--- src/rtl/i2c_txm.sv ---
module i2c_txm #(
  parameter int DIV_W = 8,
  parameter logic [DIV_W-1:0] DIV_RESET = DIV_W'(4)
) (
  input  logic       clk,
  input  logic       rst_n,
  input  logic       reg_we,
  input  logic [1:0] reg_addr,
  input  logic [7:0] reg_wdata,
  output logic [7:0] reg_rdata,
  output logic       irq,
  input  logic       scl_in,
  output logic       scl_oe,
  input  logic       sda_in,
  output logic       sda_oe
);
  localparam int BITS = 8;
  localparam int BC_W = $clog2(BITS + 1);
  localparam logic [1:0] A_CTL = 2'd0, A_DAT = 2'd1, A_STAT = 2'd2, A_DIV = 2'd3;
  localparam int B_STA = 5, B_STO = 4, B_FLG = 3;

  typedef enum logic [2:0] {S_IDLE, S_EDGE, S_HOLD, S_LOW, S_RISE, S_HIGH} st_t;
  typedef enum logic [1:0] {OP_START, OP_RSTART, OP_BIT, OP_STOP} op_t;

  st_t st;
  op_t op;
  logic [DIV_W-1:0] cnt, div_q;
  logic [7:0] data_q, shreg, status;
  logic [BC_W-1:0] bitcnt;
  logic flag, sta_req, sto_req, sda_oe_q, addr_phase, busy, scl_d, sda_d;

  wire cnt_done = (cnt == div_q);
  wire last_bit = (bitcnt == BC_W'(BITS));
  wire start_det = scl_d && scl_in && sda_d && !sda_in;
  wire stop_det  = scl_d && scl_in && !sda_d && sda_in;
  wire sda_next  = (op == OP_BIT) ? (!last_bit && !shreg[7]) : (op == OP_STOP);

  assign scl_oe = (st == S_HOLD) || (st == S_LOW);
  assign sda_oe = sda_oe_q;
  assign irq = flag;

  always_comb begin
    case (reg_addr)
      A_CTL:   reg_rdata = {2'b00, sta_req, sto_req, flag, 3'b000};
      A_DAT:   reg_rdata = data_q;
      A_STAT:  reg_rdata = status;
      default: reg_rdata = 8'(div_q);
    endcase
  end

  always_ff @(posedge clk or negedge rst_n) begin
    if (!rst_n) begin
      st <= S_IDLE; op <= OP_START; cnt <= '0; div_q <= DIV_RESET;
      data_q <= '0; shreg <= '0; status <= 8'hF8; bitcnt <= '0;
      flag <= 1'b0; sta_req <= 1'b0; sto_req <= 1'b0; sda_oe_q <= 1'b0;
      addr_phase <= 1'b0; busy <= 1'b0; scl_d <= 1'b1; sda_d <= 1'b1;
    end else begin
      scl_d <= scl_in;
      sda_d <= sda_in;
      if (start_det) busy <= 1'b1;
      else if (stop_det) busy <= 1'b0;

      if (reg_we) begin
        case (reg_addr)
          A_CTL: begin
            if (reg_wdata[B_STA]) sta_req <= 1'b1;
            if (reg_wdata[B_STO]) sto_req <= 1'b1;
            if (!reg_wdata[B_FLG]) flag <= 1'b0;
          end
          A_DAT:   data_q <= reg_wdata;
          A_DIV:   div_q <= DIV_W'(reg_wdata);
          default: ;
        endcase
      end

      case (st)
        S_IDLE: begin
          cnt <= '0;
          sto_req <= 1'b0;
          if (sta_req && !busy) begin
            st <= S_EDGE;
            op <= OP_START;
            sda_oe_q <= 1'b1;
          end
        end
        S_EDGE: begin
          cnt <= cnt + 1'b1;
          if (cnt_done) begin
            cnt <= '0;
            if (op == OP_STOP) begin
              st <= S_IDLE;
              sto_req <= 1'b0;
            end else begin
              st <= S_HOLD;
              flag <= 1'b1;
              status <= (op == OP_START) ? 8'h08 : 8'h10;
              sta_req <= 1'b0;
              addr_phase <= 1'b1;
            end
          end
        end
        S_HOLD: begin
          if (!flag) begin
            cnt <= '0;
            bitcnt <= '0;
            st <= S_LOW;
            if (sto_req) op <= OP_STOP;
            else if (sta_req) op <= OP_RSTART;
            else begin
              op <= OP_BIT;
              shreg <= data_q;
            end
          end
        end
        S_LOW: begin
          if (cnt == '0) sda_oe_q <= sda_next;
          cnt <= cnt + 1'b1;
          if (cnt_done) begin
            cnt <= '0;
            st <= S_RISE;
          end
        end
        S_RISE: begin
          if (scl_in) st <= S_HIGH;
        end
        S_HIGH: begin
          cnt <= cnt + 1'b1;
          if (cnt_done) begin
            cnt <= '0;
            case (op)
              OP_BIT: begin
                if (last_bit) begin
                  flag <= 1'b1;
                  status <= addr_phase ? (sda_in ? 8'h20 : 8'h18)
                                       : (sda_in ? 8'h30 : 8'h28);
                  addr_phase <= 1'b0;
                  st <= S_HOLD;
                end else begin
                  bitcnt <= bitcnt + 1'b1;
                  shreg <= {shreg[6:0], 1'b0};
                  st <= S_LOW;
                end
              end
              OP_RSTART: begin
                sda_oe_q <= 1'b1;
                st <= S_EDGE;
              end
              OP_STOP: begin
                sda_oe_q <= 1'b0;
                st <= S_EDGE;
              end
              default: st <= S_IDLE;
            endcase
          end
        end
        default: st <= S_IDLE;
      endcase
    end
  end

  assert_hold_scl_R3: assert property (@(posedge clk) disable iff (!rst_n)
    flag |-> scl_oe);

  assert_stall_R4: assert property (@(posedge clk) disable iff (!rst_n)
    (flag && $past(flag)) |-> ($stable(sda_oe_q) && $stable(st)));

  assert_status_code_R5: assert property (@(posedge clk) disable iff (!rst_n)
    $rose(flag) |-> (status == 8'h08 || status == 8'h10 || status == 8'h18 ||
                     status == 8'h20 || status == 8'h28 || status == 8'h30));

  assert_stop_quiet_R7: assert property (@(posedge clk) disable iff (!rst_n)
    $fell(sto_req) |-> (!flag && !scl_oe));

  assert_sda_low_only_R8: assert property (@(posedge clk) disable iff (!rst_n)
    (!$stable(sda_oe_q) && !scl_oe) |-> (st == S_EDGE));

  assert_high_after_seen_R9: assert property (@(posedge clk) disable iff (!rst_n)
    (st == S_HIGH && $past(st) == S_RISE) |-> $past(scl_in));
endmodule

--- config.mk ---
export PLATFORM = sky130hd
export DESIGN_NAME = i2c_txm
export DESIGN_NICKNAME = d
export VERILOG_FILES = /design/src/rtl/i2c_txm.sv
export SDC_FILE = /design/constraint.sdc
export NUM_CORES = 1
export LEC_CHECK = 0
export ABC_AREA = 1
export BUFFER_PORTS_ARGS = -buffer_cell sky130_fd_sc_hd__buf_2
export CORE_MARGIN = 1.5
export CORE_UTILIZATION = 55
export CTS_BUF_LIST = sky130_fd_sc_hd__clkbuf_4
export DETAILED_ROUTE_END_ITERATION = 8
export PLACE_DENSITY_LB_ADDON = 0.12
export SYNTH_ARGS = -nofsm -noshare
export SYNTH_HDL_FRONTEND = slang
export SYNTH_SLANG_ARGS = --single-unit
--- constraint.sdc ---
create_clock -name clk -period 1.8 [get_ports clk]
set_input_delay 0.36 -clock clk [delete_from_list [all_inputs] [get_ports clk]]
set_output_delay 0.36 -clock clk [all_outputs]
set_load 0.01 [all_outputs]
==> results.py <==
metrics = {
    "sta": {
        "drv_slew": 0,
        "layout_min_cycle_time_ps": 1690,
        "skew_ps": 17.6,
        "min_period_over_period_pct": 93.8,
        "hold_violations": 0,
        "tightestPinTransition_ps": 828,
        "timing.slew.headroom_pct": 44.4,
        "fin_tns_setup_ps": 0,
        "setup_viol": 0,
        "rsz0062_at_grt": "yes",
        "worst_slack_ps": 111,
        "hold_slack_ps": 98.0,
        "fmax_ghz": 0.592,
    },
    "floorplanning": {
        "die_x_um": 76.5,
        "initial_core_util_pct": 57.5,
        "io-pin-count": 26,
        "rows": 26,
        "dieArea_sq_um": 5860,
        "core-area_sq_um": 5170,
        "die_h_um": 76.5,
    },
    "placement": {
        "placed_cells": 481,
        "io_buffer_count": 25,
        "pre_cts_slack_ps": 93.1,
        "dp_hpwl_um": 4850,
        "dpl_cell_area_sq_um": 3200,
        "gp_congestion": 0.938,
    },
    "detailed_routing": {
        "drc": 0,
        "via_count": 2579,
        "first_pass_iters": 5,
        "ant_nets": 0,
        "via_per_inst": 5.26,
        "wl_per_cell_um": 13.2,
        "drt_iter0_drc": 146,
        "finalWirelength_um": 6470,
    },
    "pwr": {
        "p_total_mw": 4.24,
        "switching_share_pct": 42.3,
        "p_int_mw": 2.45,
        "power_density_nw_per_um2": 1280,
        "clock_power_share_pct": 16.2,
        "peakVddDrop_mv": 0.696,
        "total_leakage_power_nw": 1.70,
        "power_switching_mw": 1.79,
        "pwr-share-seq_pct": 41.7,
        "p_comb_share_pct": 42.1,
    },
    "synth": {
        "yosys_warnings": 0,
        "synth_top_cell_by_area": "dfrtp_1",
        "synth-seq-cells": 53,
        "synth-xor-area-share_pct": 3.24,
        "netlist_top_cells_area": "dfrtp_1 39%, nand2_1 18%, dfstp_2 6.2%",
        "synth_area_sq_um": 2970,
        "synthSimpleGateAreaFrac_pct": 33.0,
        "synth_top_area_share_pct": 38.7,
        "synth_compound_area_share_pct": 9.51,
        "yosys-mux-area-fraction_pct": 0,
        "ys_seq_area_share_pct": 44.9,
        "synth_cell_types": 33,
        "synth_top_family_by_area": "simple AND/OR/NAND/NOR gates",
        "syn-num-nets": 407,
        "synth_cells": 387,
        "synth_fa_ha_area_share_pct": 2.10,
        "avgSynthCellArea_sq_um": 7.69,
    },
    "clock_tree": {
        "root_buffer": "clkbuf_4",
        "cts_tree": "yes",
        "clock-sinks": 53,
        "ctsLongestPathBuffers": 2,
        "cts_setup_buffers": 0,
        "cts_inserted_buffers": 5,
        "clk_pin_slew_ps": 150,
        "htree_num_levels": 2,
        "clk_latency_ps": 380,
    },
    "cells_and_area": {
        "mostFrequentLayoutCells": "139 x nand2_1, 46 x dfrtp_1, 41 x inv_1",
        "area_growth_syn_to_layout_pct": 11.0,
        "fin_util_pct": 63.8,
        "nNetsFinal": 439,
        "diodes": 0,
        "final_common_cell": "nand2_1",
        "final_area_sq_um": 3300,
        "final_cell_count_no_fill": 490,
        "drive_above_1_share_pct": 16.0,
        "nFillCells": 458,
    },
    "setup_path": {
        "crit_fanout": 18,
        "path_class": "flop to flop",
        "cp_data_required_time_ps": 2070,
        "crit_path_end_kind": "flop",
        "arrival_ps": 1960,
        "cp-start-kind": "flop",
    },
    "status": {
        "status": "complete, no violations",
    },
    "global_routing": {
        "grt_pass1_vias": 2460,
        "grt_usage_pct": 24.6,
        "antenna_found_initial": 0,
        "overflow": 0,
        "grt_pass1_wl_um": 11500,
        "grt_max_degree": 54,
    },
    "worst_hold_path": {
        "min_path_type": "input pin to flop",
    },
    "job": {
        "cap_violations": 0,
    },
}
[flip-flops by register name (all words and copies together) (netlist names)]
| signal | count |
|---|---|
| cnt | 8 |
| addr_phase | 1 |
| sda_oe | 1 |
| sto_req | 1 |
| sta_req | 1 |
| scl_d | 1 |
| irq | 1 |
| data_q | 8 |
| div_q | 8 |
| sda_d | 1 |
| shreg | 8 |
| status | 4 |
| busy | 1 |
| st | 3 |
| bitcnt | 4 |
| op | 2 |
[final cells by class]
cell class	count	area (sq um)	area share, %
repair buffers	32	193	5.84
inverters	45	174	5.27
flip-flops and latches	53	1340	40.4
well taps	70	87.6	2.65
clock buffers	5	37.5	1.14
multi-input cells	282	1430	43.3
clock inverters	3	45.0	1.36
[critical path, cell delays in order (launching register included)]
cell and delay [ps]:
dfrtp_1 530, nand2_4 120, nor2_8 260, a21oi_2 160, nor2_8 230, nand3_4 140
nand2_1 100, nand2_1 60
[Yosys cell counts (all sizes together)]
library cell  instances
nand3                22
xnor2                 7
nand2               145
nand4                20
a21oi                 2
a21boi                2
dfrtp                46
a22o                  2
inv                  45
o31ai                 1
buf                   5
xor2                  4
a31oi                 2
nor3                  5
nor2                 21
o21ai                41
or2                   3
dfstp                 7
clkbuf                2
ha                    5
[timing repair]
action,in CTS,in global routing
hold endpoints to repair,46,0
hold buffers,1,0
setup endpoints to repair,0,15
gates resized for setup,0,1
[power groups by stage]
stage	registers (mW)	logic [mW]	clock network (mW)
3_5_place_dp	1.79	1.78	0
6_report	1.77	1.79	0.685
3_3_place_gp	1.79	1.74	0
2_1_floorplan	1.73	1.33	0
4_1_cts	1.77	1.79	0.707
5_1_grt	1.81	2.03	0.754
[cells by family after synthesis]
| group | Yosys count |
|---|---|
| buffers and inverters | 52 |
| flip-flops | 53 |
| AND/OR/NAND/NOR | 216 |
| XOR/XNOR | 11 |
| adder cells (fa/ha/maj) | 5 |
| AO/OA/AOI/OAI | 50 |
[metal layers]
layer  GRT usage, %  share of wire [%]  vias up
met5              0                  0        -
met4           7.59                1.8        0
met3           4.31                4.3       14
met2           39.1                 46       61
met1           34.3                 48     1191
li1               -                  -     1313
[final timing paths]
path,cells after the start,startpoint,slack [ps],end
max reg2reg,7,st[0],110,shreg[6]
min reg2reg,2,status[3],480,status[3]
max in group asynchronous,3,rst_n,1020,status[3]
min,1,scl_in,100,scl_d
max,7,st[0],110,shreg[6]
min in group asynchronous,3,rst_n,480,cnt[3]
Note: power is estimated with default switching activity, not from simulation.
